File: config.mk
export PLATFORM = sky130hd
export DESIGN_NAME = fifo_rd_port
export DESIGN_NICKNAME = d
export VERILOG_FILES = /design/src/rtl/fifo_rd_port_pkg.sv /design/src/rtl/fifo_rd_port_edge.sv /design/src/rtl/fifo_rd_port_timer.sv /design/src/rtl/fifo_rd_port_ctrl.sv /design/src/rtl/fifo_rd_port_resp.sv /design/src/rtl/fifo_rd_port.sv
export SDC_FILE = /design/constraint.sdc
export NUM_CORES = 1
export LEC_CHECK = 0
export ABC_AREA = 0
export BUFFER_PORTS_ARGS = -buffer_cell sky130_fd_sc_hd__buf_2
export CAP_MARGIN = 20
export CELL_PAD_IN_SITES_DETAIL_PLACEMENT = 1
export CELL_PAD_IN_SITES_GLOBAL_PLACEMENT = 1
export CORE_MARGIN = 2
export CORE_UTILIZATION = 32
export DETAILED_ROUTE_END_ITERATION = 6
export GPL_ROUTABILITY_DRIVEN = 0
export PLACE_DENSITY_LB_ADDON = 0.1
export SETUP_SLACK_MARGIN = 0.5
export SLEW_MARGIN = 20
export SYNTH_ARGS = -nofsm -noshare
export SYNTH_HDL_FRONTEND = slang
export SYNTH_SLANG_ARGS = --single-unit
File: constraint.sdc
create_clock -name clk -period 3.4 [get_ports clk]
set_input_delay 0.68 -clock clk [delete_from_list [all_inputs] [get_ports clk]]
set_output_delay 0.68 -clock clk [all_outputs]
set_load 0.02 [all_outputs]
File: src/rtl/fifo_rd_port_pkg.sv
package fifo_rd_port_pkg;

  // Kind of response the port issues on the next cycle
  typedef enum logic [2:0] {
    RSP_NONE,
    RSP_DATA,
    RSP_COUNT,
    RSP_WRITE,
    RSP_TIMEOUT
  } rsp_e;

  typedef enum logic {
    ST_IDLE,
    ST_WAIT
  } st_e;

endpackage

File: src/rtl/fifo_rd_port_edge.sv
// Rising-edge detection for a group of level inputs
module fifo_rd_port_edge #(
  parameter int N = 2
) (
  input  logic         clk,
  input  logic         rst,
  input  logic [N-1:0] lvl,
  output logic [N-1:0] rise
);

  logic [N-1:0] lvl_q;

  for (genvar i = 0; i < N; i++) begin : g_bit
    always_ff @(posedge clk) begin
      if (rst) lvl_q[i] <= 1'b0;
      else     lvl_q[i] <= lvl[i];
    end
    assign rise[i] = lvl[i] & ~lvl_q[i];
  end

endmodule

File: src/rtl/fifo_rd_port_timer.sv
// Wait counter: load starts at one, inc advances, expired marks the limit
module fifo_rd_port_timer #(
  parameter int WAIT_LIMIT = 120
) (
  input  logic clk,
  input  logic rst,
  input  logic load,
  input  logic inc,
  output logic expired
);

  localparam int TW = $clog2(WAIT_LIMIT + 1);

  logic [TW-1:0] cnt;

  always_ff @(posedge clk) begin
    if (rst)       cnt <= '0;
    else if (load) cnt <= TW'(1);
    else if (inc)  cnt <= cnt + 1'b1;
  end

  assign expired = (cnt == TW'(WAIT_LIMIT));

endmodule

File: src/rtl/fifo_rd_port_ctrl.sv
// Access sequencer: decides the response for the next cycle
module fifo_rd_port_ctrl
  import fifo_rd_port_pkg::*;
(
  input  logic clk,
  input  logic rst,
  input  logic rd_rise,
  input  logic wr_rise,
  input  logic sel_cnt,
  input  logic fifo_empty,
  input  logic expired,
  output rsp_e kind,
  output logic tmr_load,
  output logic tmr_inc
);

  st_e st, st_nx;

  always_comb begin
    st_nx    = st;
    kind     = RSP_NONE;
    tmr_load = 1'b0;
    tmr_inc  = 1'b0;
    unique case (st)
      ST_IDLE: begin
        if (rd_rise) begin
          if (sel_cnt)          kind = RSP_COUNT;
          else if (!fifo_empty) kind = RSP_DATA;
          else begin
            st_nx    = ST_WAIT;
            tmr_load = 1'b1;
          end
        end else if (wr_rise) begin
          kind = RSP_WRITE;
        end
      end
      ST_WAIT: begin
        if (!fifo_empty) begin
          kind  = RSP_DATA;
          st_nx = ST_IDLE;
        end else if (expired) begin
          kind  = RSP_TIMEOUT;
          st_nx = ST_IDLE;
        end else begin
          tmr_inc = 1'b1;
        end
      end
      default: st_nx = ST_IDLE;
    endcase
  end

  always_ff @(posedge clk) begin
    if (rst) st <= ST_IDLE;
    else     st <= st_nx;
  end

endmodule

File: src/rtl/fifo_rd_port_resp.sv
// Registered bus and FIFO outputs
module fifo_rd_port_resp
  import fifo_rd_port_pkg::*;
#(
  parameter int              DATA_W     = 32,
  parameter int              CNT_W      = 8,
  parameter logic [DATA_W-1:0] DUMMY_WORD = 32'hDEAD_BEEF
) (
  input  logic              clk,
  input  logic              rst,
  input  rsp_e              kind,
  input  logic [DATA_W-1:0] fifo_data,
  input  logic [CNT_W-1:0]  fifo_count,
  output logic [DATA_W-1:0] rd_data,
  output logic              ack,
  output logic              err,
  output logic              pop
);

  logic [DATA_W-1:0] data_nx;

  always_comb begin
    unique case (kind)
      RSP_DATA:    data_nx = fifo_data;
      RSP_COUNT:   data_nx = DATA_W'(fifo_count);
      RSP_TIMEOUT: data_nx = DUMMY_WORD;
      default:     data_nx = '0;
    endcase
  end

  always_ff @(posedge clk) begin
    if (rst) begin
      rd_data <= '0;
      ack     <= 1'b0;
      err     <= 1'b0;
      pop     <= 1'b0;
    end else begin
      rd_data <= data_nx;
      ack     <= (kind != RSP_NONE);
      err     <= (kind == RSP_TIMEOUT);
      pop     <= (kind == RSP_DATA);
    end
  end

endmodule

File: src/rtl/fifo_rd_port.sv
module fifo_rd_port
  import fifo_rd_port_pkg::*;
#(
  parameter int                DATA_W     = 32,
  parameter int                CNT_W      = 8,
  parameter int                WAIT_LIMIT = 120,
  parameter logic [DATA_W-1:0] DUMMY_WORD = 32'hDEAD_BEEF
) (
  input  logic              clk,
  input  logic              rst,
  input  logic              bus_rd_ce,
  input  logic              bus_wr_ce,
  input  logic              bus_sel,
  output logic [DATA_W-1:0] bus_rd_data,
  output logic              bus_ack,
  output logic              bus_err,
  input  logic [DATA_W-1:0] fifo_data,
  input  logic              fifo_empty,
  output logic              fifo_pop,
  input  logic [CNT_W-1:0]  fifo_count
);

  localparam int N_CE = 2;

  logic [N_CE-1:0] ce_rise;
  logic            expired, tmr_load, tmr_inc;
  rsp_e            kind;

  fifo_rd_port_edge #(.N(N_CE)) u_edge (
    .clk  (clk),
    .rst  (rst),
    .lvl  ({bus_wr_ce, bus_rd_ce}),
    .rise (ce_rise)
  );

  fifo_rd_port_timer #(.WAIT_LIMIT(WAIT_LIMIT)) u_timer (
    .clk     (clk),
    .rst     (rst),
    .load    (tmr_load),
    .inc     (tmr_inc),
    .expired (expired)
  );

  fifo_rd_port_ctrl u_ctrl (
    .clk        (clk),
    .rst        (rst),
    .rd_rise    (ce_rise[0]),
    .wr_rise    (ce_rise[1]),
    .sel_cnt    (bus_sel),
    .fifo_empty (fifo_empty),
    .expired    (expired),
    .kind       (kind),
    .tmr_load   (tmr_load),
    .tmr_inc    (tmr_inc)
  );

  fifo_rd_port_resp #(
    .DATA_W     (DATA_W),
    .CNT_W      (CNT_W),
    .DUMMY_WORD (DUMMY_WORD)
  ) u_resp (
    .clk        (clk),
    .rst        (rst),
    .kind       (kind),
    .fifo_data  (fifo_data),
    .fifo_count (fifo_count),
    .rd_data    (bus_rd_data),
    .ack        (bus_ack),
    .err        (bus_err),
    .pop        (fifo_pop)
  );

endmodule

== Word-level counts from Yosys, hierarchy flattened ==
Cells that the tools add are included.
Storage, ports and cells
  bits in registers: 45
  input bits: 46
  output and inout port bits: 35
  logic and storage cells: 40
Operators by class
  add/sub/neg operators: 1
  equal/unequal tests: 4
  mux-type cells: 18
  bitwise gates (word level): 5
  reduce and logical (&&, ||, !) cells: 3
Operators with widths (count)
  case mux 32 bit (3 select lines): 1
  2-to-1 mux 3 bit: 4
  2-to-1 mux 1 bit: 10
  adder 7 x 1 -> 7 bit, second input constant: 1
  equality test 7 bit, second input constant: 1
  case mux 3 bit (2 select lines): 1
  equality test 3 x 1 -> 1 bit, second input constant: 1
  equality test 3 x 2 -> 1 bit, second input constant: 1
  equality test 3 bit, second input constant: 1
  inverter 1 bit: 3
  nonzero test 3 bit: 1
  bitwise AND 1 bit: 2
  2-to-1 mux 2 bit: 1
  case mux 1 bit (2 select lines): 1
  nonzero test 2 bit: 1
  OR reduction 2 bit: 1

== Logic depth before layout (Yosys ltp) ==
Gate-level depths: netlist (run 1).
  depth in word-level cells: 7
  mapped depth: 6

== Hierarchy ==
From an unflattened synthesis (run 1), not the netlist that was laid out.
Second synthesis, totals
  cell total of the unflattened synthesis: 179
  area, all modules: 1821.7 sq um
Modules (own cells, without submodules)
  fifo_rd_port_resp: instances 1, cells each 122, area an instance 1317.5 sq um, sequential area each 700.7 sq um
  fifo_rd_port_timer: instances 1, cells each 37, area an instance 325.3 sq um, sequential area each 140.1 sq um
  fifo_rd_port_ctrl: instances 1, cells each 14, area an instance 108.9 sq um, sequential area each 20.0 sq um
  fifo_rd_port_edge: instances 1, cells each 6, area an instance 70.1 sq um, sequential area each 40.0 sq um

== Least setup slack after synthesis (run 1) ==
No wires, ideal clock.
  kind: input to register
  start point: input port fifo_empty
  end point: register u_resp.rd_data[19]
  arrival time: 1.731 ns
  data required time: 3.343 ns
  setup slack: 1.613 ns
  stages on the path: 5
  buffers on the path: 2
  cell sequence: buf_2 > nand2_1 > nor4_4 > buf_4 > a21o_1
Between the ends
  word-level cells in the longest chain between the ends: 6
Ends and longest elaborated chain
  from (decl): line fifo_rd_port.sv:18  | input logic fifo_empty,
  2-to-1 mux 1 bit: line fifo_rd_port_ctrl.sv:28  | else if (!fifo_empty) kind = RSP_DATA;
  2-to-1 mux 3 bit: line fifo_rd_port_ctrl.sv:27  | if (sel_cnt) kind = RSP_COUNT;
  2-to-1 mux 3 bit: line fifo_rd_port_ctrl.sv:26  | if (rd_rise) begin
  case mux 3 bit (2 select lines) (*): line fifo_rd_port_ctrl.sv:24  | unique case (st)
  equality test 3 bit (tied with other cells): line fifo_rd_port_resp.sv:23  | unique case (kind)
  case mux 32 bit (3 select lines) (*): line fifo_rd_port_resp.sv:23
  to (signal assigned): line fifo_rd_port_resp.sv:38  | rd_data <= data_nx;
  to (decl): line fifo_rd_port_resp.sv:14  | output logic [DATA_W-1:0] rd_data,
Mark *: on every way between the ends. The rest lies on a longest branch, timed or not.
A chain may end at the register's enable or synchronous reset.

== Worst setup path after layout (run 1) ==
  start point: input port bus_sel
  end point: register u_resp.rd_data[14]
Between the ends
  word-level cells in the longest chain between the ends: 5
Ends and longest elaborated chain
  from (decl): line fifo_rd_port.sv:13  | input logic bus_sel,
  2-to-1 mux 3 bit (*): line fifo_rd_port_ctrl.sv:27
  2-to-1 mux 3 bit (*): line fifo_rd_port_ctrl.sv:26
  case mux 3 bit (2 select lines) (*): line fifo_rd_port_ctrl.sv:24
  equality test 3 bit (tied with other cells): line fifo_rd_port_resp.sv:23
  case mux 32 bit (3 select lines) (*): line fifo_rd_port_resp.sv:23
Marks and branches as above.

==> metrics.md, run 1 <==
| Metric | Value |
|---|---|
| Clock root buffer | clkbuf_8 |
| Area contributors post-synth | dfxtp_1, a21o_1, o211ai_1 |
| Combinational power share | 8.3% |
| Post-CTS sizing | 0 |
| Flop pwr share | 51.9% |
| Synth warn | 0 |
| Register area share after synthesis | 54.5% |
| F_max | between 400 and 500 MHz |
| CTS clk-pin slew, worst paths | 80 ps |
| Via count | between 1,000 and 1,500 |
| Die area | 5760 um2 |
| Max stage delay on crit path | between 700 and 800 ps |
| Final hold viol count | 0 |
| Worst Path Buf+Inv | 1 |
| Pre-antenna DRT Iters | 4 |
| NetSw | ~0.23 mW |
| Filler-free cell count of the finished design | between 300 and 400 |
| Post-CTS repair timing setup buffer count | 0 |
| Clk pwr share | approximately two fifths |
| TritonCTS Sinks | 45 |
| Syn nets | between 200 and 250 |
| Nets | 286 |
| Share of layout cells above drive strength 1 | 39.3% |
| Wirelength per Cell | 13.3 um |
| Total power | 1.05 mW |
| Layout Utilization | between 40% and 50% |
| Critical path, cell by cell | buf_2 > or3b_4 > a211oi_4 > and2_1 |
| Tmin final | 2000 ps |
| Peak supply drop | 0.216 mV |
| Drt drc | 0 |
| Drt via density | 4.73 |
| Fin Setup TNS | 0 ps |
| Register-to-register setup slack | 1410 ps |
| Initial core utilization | 32.8% |
| Core area | 5040 um2 |
| Yosys top cell area share | 54.5% |
| Grt ovf | 0 |
| Slew @ Worst Pin | 897 ps |
| Status | completed |
| Vias in the first global route | 1,339 |
| CP Launch Type | input pin |
| IO Port Bufs | 80 |
| Total Routing Usage GR | 14.2% |
| Cells after Synth | around 160 |
| Hold Path Class | flip-flop to flip-flop |
| Row count | 26 |
| Max_cap viols | 0 |
| Area grow syn2layout | 34.2% |
| Antenna violations before repair | 0 |
| Syn Area/Cell | 10.5 um2 |
| DRT iter0 DRCs | 40 |
| ANT nets after route | 0 |
| Worst Skew | 4.86 ps |
| Async set-reset flop share out of synthesis | 0% |
| Chip height | ~76 um |
| Area leader, netlist | dfxtp_1 |
| Switching share of power | 22.1% |
| H-tree depth | 2 |
| CP Capture Type | flip-flop |
| Internal power | 0.818 mW |
| Top delay family on crit path | compound AO/OA/AOI/OAI gates |
| Worst skew pair latency | 290 ps |
| Routed WL | 4110 um |
| Ys flop type | dfxtp_1 |
| Synth Register Bits | 45 |
| Hold buffers post-CTS | 0 |
| PD cells | 473 nW/um2 |
| Largest net degree at the start of global routing | 26 |
| Worst-path fanout max | 25 |
| Inst Count DP | 301 |
| Slowest cell on the critical path | a211oi_4 |
| Setup violators final | 0 |
| Worst slew margin | 39.8% |
| Post-synth EDFFs | 0 |
| Maximum root-to-sink buffer count | 2 |
| Post-Syn Area | 1650 um2 |
| ANT cells | 0 |
| Distinct cell type count after synthesis | 39 |
| CTS Buf Count | 5 |
| Ports | 81 |
| First-pass GRT wire length | 6220 um |
| Crit path kind | input pin to flip-flop |
| Critical Path RT | around 3600 ps |
| Leakage power | 1.12 nW |
| Final Max Tran Viols | 0 |
| Crit path DAT | 2230 ps |
| HPWL Detailed | 3140 um |
| RSZ-0062 raised after global routing | no |
| Final worst path period share | between 50% and 60% |
| TritonCTS clock tree | yes |
| Hold Slack | just over 500 ps |
| Die W | 75.9 um |
## registers in the layout, summed over array words and instances, names as in the netlist
signal and flops:
u_resp.ack 1, u_timer.cnt 7, u_resp.rd_data 32, u_resp.err 1, u_edge.lvl_q 2, u_ctrl.st 1
u_resp.pop 1
## cell usage in the layout (no fill, tap or decap), types with 2 or more instances in the layout
cell type  netlist  layout
a2111oi_0        2       2
a21o_1          17      17
a21oi_1          8       8
a31oi_1          7       7
and2_1           7       7
buf_2            1      80
clkbuf_8         0       6
dfxtp_1         45      45
ha_1             2       2
inv_1            7       7
nand2_1         10      10
nand3_1          3       3
nand4_1          2       2
nor2b_1          2       2
nor3_1           2       2
o211ai_1         8       8
o21ai_0          4       4
or3_1            5       5
## tightest hold or removal path, delay by kind of cell, from the launching register on
family	cells	cell delay (ps)
AOI/OAI and AO/OA	2	130
DFF	1	330
## cells in the mapped netlist (2+ instances only)
| library cell | instances |
|---|---|
| a21oi_1 | 8 |
| o211ai_1 | 8 |
| a21o_1 | 17 |
| o21ai_0 | 4 |
| nor2b_1 | 2 |
| a31oi_1 | 7 |
| ha_1 | 2 |
| nand2_1 | 10 |
| clkbuf_1 | 4 |
| and2_1 | 7 |
| inv_1 | 7 |
| buf_6 | 2 |
| nand4_1 | 2 |
| or3_1 | 5 |
| nand3_1 | 3 |
| dfxtp_1 | 45 |
| nor3_1 | 2 |
| a2111oi_0 | 2 |
## power groups by stage
| stage | Sequential, mW | Combinational [mW] | Clock, mW |
|---|---|---|---|
| global placement | 0.557 | 0.0884 | 0 |
| global route | 0.547 | 0.0966 | 0.459 |
| detailed placement | 0.557 | 0.0888 | 0 |
| finish | 0.545 | 0.0876 | 0.417 |
| CTS | 0.545 | 0.0891 | 0.432 |
| floorplan | 0.570 | 0.0316 | 0 |
## layer usage
metal	global-route usage, %	share of wire (%)	vias up
li1	-	-	730
met1	18.5	45	680
met2	22.4	47	45
met3	3.57	6.4	6
met4	5.65	1.5	0
met5	0	0	-
## logic make-up after synthesis
family | share of synthesized area [%]
compound gates | 23.0
flops | 54.5
simple gates | 16.2
buf+inv | 4.84
fa+ha+maj | 1.51
## cell type report
| cell class | count | area [um2] |
|---|---|---|
| tap | 70 | 87.6 |
| fill | 600 | 2820 |
| timing repair buffer | 81 | 408 |
| clock buffer | 6 | 82.6 |
| sequential | 45 | 901 |
| multi-input combinational | 97 | 673 |
| clock inverter | 2 | 37.5 |
| inverter | 8 | 30.0 |
## final timing paths
kind / from / end / depth (start not counted)
worst min-delay path: u_timer.cnt[5]$_SDFFE_PP0P_ / u_timer.cnt[5]$_SDFFE_PP0P_ / 2
worst max-delay path: bus_sel / u_resp.rd_data[14]$_SDFF_PP0_ / 4
worst min register to register: u_timer.cnt[5]$_SDFFE_PP0P_ / u_timer.cnt[5]$_SDFFE_PP0P_ / 2
worst max register to register: u_ctrl.st$_SDFF_PP0_ / u_resp.rd_data[14]$_SDFF_PP0_ / 3
## metrics by stage
step / instance area (um2) / worst slack [ps]
global placement: 2100 / 1060
global route: 2220 / 1160
CTS: 2220 / 1350
floorplan: 1650 / 1610
finish: 2220 / 1400
detailed placement: 2100 / 1060
Power figures use the tool's default switching activity.
==> run 2: changes to the inputs <==
Settings changed: CORE_UTILIZATION 32 to 30.
Clock period 3.4 ns to 1.8 ns, I/O delays scaled along.
==> run 2 against run 1 <==
- hold slack worse by 250 ps
- cell count rose by 9.4%
- via count increased by 13%
- routed wire length is 34% higher
- global-route usage is 3.1 points higher
- highest routed layer unchanged
- clock power up 82%
- die area is 6.3% higher
- critical path type is now flip-flop to flip-flop
- combinational power grew to 2.6 times the previous value
==> metrics.md, run 2 (same netlist as run 1, synthesis figures left out) <==
| Metric | Value |
|---|---|
| Commonest non-fill, non-tap cell in the layout | buf_2 |
| Initial core utilization | 30.6% (-2.2 points) |
| Setup violators final | 0 (unchanged) |
| Internal power | 1.54 mW (+89%) |
| Multi-input logic area | 767 um2 (+14%) |
| Largest reg by FF count | u_resp.rd_data |
| Status | completed |
| Hold buffers post-CTS | 0 (unchanged) |
| RSZ-0062 raised after global routing | yes |
| Nets | 313 (+9.4%) |
| Via count | 1,647 (+13%) |
| Register-to-register setup slack | 270 ps (-1140 ps) |
| Max_cap viols | 0 (unchanged) |
| Row count | 27 (+3.8%) |
| Ports | 81 (unchanged) |
| Sequential cell area | 913 um2 (+1.4%) |
| Pre-antenna DRT Iters | 4 (unchanged) |
| Worst slew margin | 72.2% (+32 points) |
| CP Capture Type | flip-flop |
| Worst Skew | 8.32 ps (+3.46 ps) |
| Placed Area | 2170 um2 (+3.3%) |
| Antenna violations before repair | 0 (unchanged) |
| Fin area | 2640 um2 (+19%) |
| Flop pwr share | 51.1% (-0.8 points) |
| Drt drc | 0 (unchanged) |
| CTS Buf Count | 5 (unchanged) |
| Routed WL | 5500 um (+34%) |
| HPWL Detailed | 3170 um (+0.94%) |
| Final hold viol count | 0 (unchanged) |
| Switching share of power | 23.2% (+1.1 points) |
| TritonCTS clock tree | yes |
| Chip height | 78.3 um (+3.1%) |
| Crit path kind | flip-flop to flip-flop |
| Critical Path RT | 2040 ps (-1590 ps) |
| Combinational power share | 11.2% (+2.9 points) |
| Hold Path Class | input pin to flip-flop |
| Most frequent cells in the layout | buf_2, dfxtp_1, a21o_1 |
| CP Launch Type | flip-flop |
| Largest net degree at the start of global routing | 16 (-38%) |
| Tmin final | about 1500 ps |
| Fin Setup TNS | 0 ps (unchanged) |
| Wirelength per Cell | 16.3 um (+23%) |
| Core area | 5410 um2 (+7.2%) |
| IO Port Bufs | 80 (unchanged) |
| Maximum root-to-sink buffer count | 2 (unchanged) |
| TritonCTS Sinks | 45 (unchanged) |
| Slew @ Worst Pin | 416 ps (-481 ps) |
| Biggest regs | u_resp.rd_data x32, u_timer.cnt x7, u_edge.lvl_q x2 |
| DRT iter0 DRCs | 21 (-48%) |
| Clk pwr share | 37.8% (-2.0 points) |
| Slowest cell on the critical path | dfxtp_4 |
| F_max | ~650 MHz |
| Total Routing Usage GR | 17.3% (+3.1 points) |
| Leakage power | 1.32 nW (+17%) |
| Top delay family on crit path | buffers and inverters |
| Worst skew pair latency | 300 ps (about the same) |
| Die area | 6120 um2 (+6.3%) |
| Inst Count DP | 308 (+2.3%) |
| NetSw | 0.467 mW (+100%) |
| Critical path, cell by cell | inv_4 > ha_4 > nand3b_1 > buf_6 > nor4_4 > buf_6 > buf_6 > a21o_1 |
| Worst Path Buf+Inv | 4 (+3) |
| Peak supply drop | 0.346 mV (+60%) |
| Area grow syn2layout | 59.5% |
| First-pass GRT wire length | 8300 um (+33%) |
| Filler-free cell count of the finished design | 338 (+9.4%) |
| Drt via density | 4.87 (+3.1%) |
| Fill cells | 640 (+6.7%) |
| Max stage delay on crit path | 370 ps (-410 ps) |
| Max reg flops | 32 (unchanged) |
| Final worst path period share | 85.0% |
| Final Max Tran Viols | 0 (unchanged) |
| H-tree depth | 2 (unchanged) |
| Vias in the first global route | 1,666 (+24%) |
| Share of layout cells above drive strength 1 | 51.9% (+13 points) |
| PD cells | 762 nW/um2 (+61%) |
| Crit path DAT | 1770 ps (-460 ps) |
| CTS clk-pin slew, worst paths | 90 ps (about the same) |
| Worst-path fanout max | 5 (-80%) |
| Clock root buffer | clkbuf_8 |
| Die W | 78.3 um (+3.1%) |
| ANT cells | 0 (unchanged) |
| ANT nets after route | 0 (unchanged) |
| Grt ovf | 0 (unchanged) |
| Most frequent CP cell | buf_6 |
## run 2: cell types whose count changed in the layout (fill, tap and decap cells not counted), sizes merged
cell,before,now
clkinv,1,2
inv,7,6
clkbuf,6,7
buf,81,107
## run 2: timing repair
action | in CTS | in global routing
setup endpoints to repair | 42 | 41
gates resized for setup | 26 | 12
pin swaps | 13 | 9
setup buffers | 10 | 6
gates cloned | 5 | 1
## run 2: final timing paths
kind	from	to	depth (start not counted)
worst max-delay path	u_timer.cnt[0]$_SDFFE_PP0P_	u_resp.rd_data[26]$_SDFF_PP0_	8
worst min-delay path	fifo_data[31]	u_resp.rd_data[31]$_SDFF_PP0_	2
worst max register to register	u_timer.cnt[0]$_SDFFE_PP0P_	u_resp.rd_data[26]$_SDFF_PP0_	8
worst min register to register	u_timer.cnt[4]$_SDFFE_PP0P_	u_timer.cnt[4]$_SDFFE_PP0P_	2
## run 2: cell type report
| cell class | count | share of cell area (%) |
|---|---|---|
| Sequential cell | 45 | 34.6 |
| Multi-Input combinational cell | 97 | 29.1 |
| Timing Repair Buffer | 108 | 27.2 |
| Tap cell | 72 | 3.42 |
| Clock buffer | 6 | 2.75 |
| Clock inverter | 2 | 1.47 |
| Inverter | 8 | 1.42 |
## run 2: worst reg2reg max path, cell delays in order, from the launching register on
cell and delay [ps]:
dfxtp_4 370, inv_4 70, ha_4 140, nand3b_1 150, buf_6 170, nor4_4 160, buf_6 170, buf_6 120
a21o_1 120
## run 2: per-layer routing
layer | wire length [um] | vias up | GRT usage, % | part of all wire (%)
met3 | 327 | 11 | 3.79 | 5.9
met2 | 2790 | 64 | 30.9 | 51
met5 | 0 | - | 0 | 0
li1 | - | 792 | - | -
met4 | 96 | 0 | 6.84 | 1.7
met1 | 2290 | 780 | 20.0 | 42
## run 2: metrics by stage
step / setup slack, ps / hold slack [ps] / util (%) / total power [mW]
floorplan: 339 / 450 / - / 1.14
global placement: 258 / 483 / 40.1 / 1.23
detailed placement: 239 / 501 / 40.1 / 1.23
CTS: 353 / 246 / 46.7 / 2.02
global route: 234 / 256 / 48.8 / 2.10
finish: 270 / 253 / 48.8 / 2.01
## run 2: power groups by stage
stage | clock, mW | sequential (mW) | combinational (mW)
floorplan | 0 | 1.08 | 0.0614
global placement | 0 | 1.05 | 0.175
detailed placement | 0 | 1.05 | 0.175
CTS | 0.784 | 1.03 | 0.207
global route | 0.831 | 1.03 | 0.243
finish | 0.759 | 1.03 | 0.224
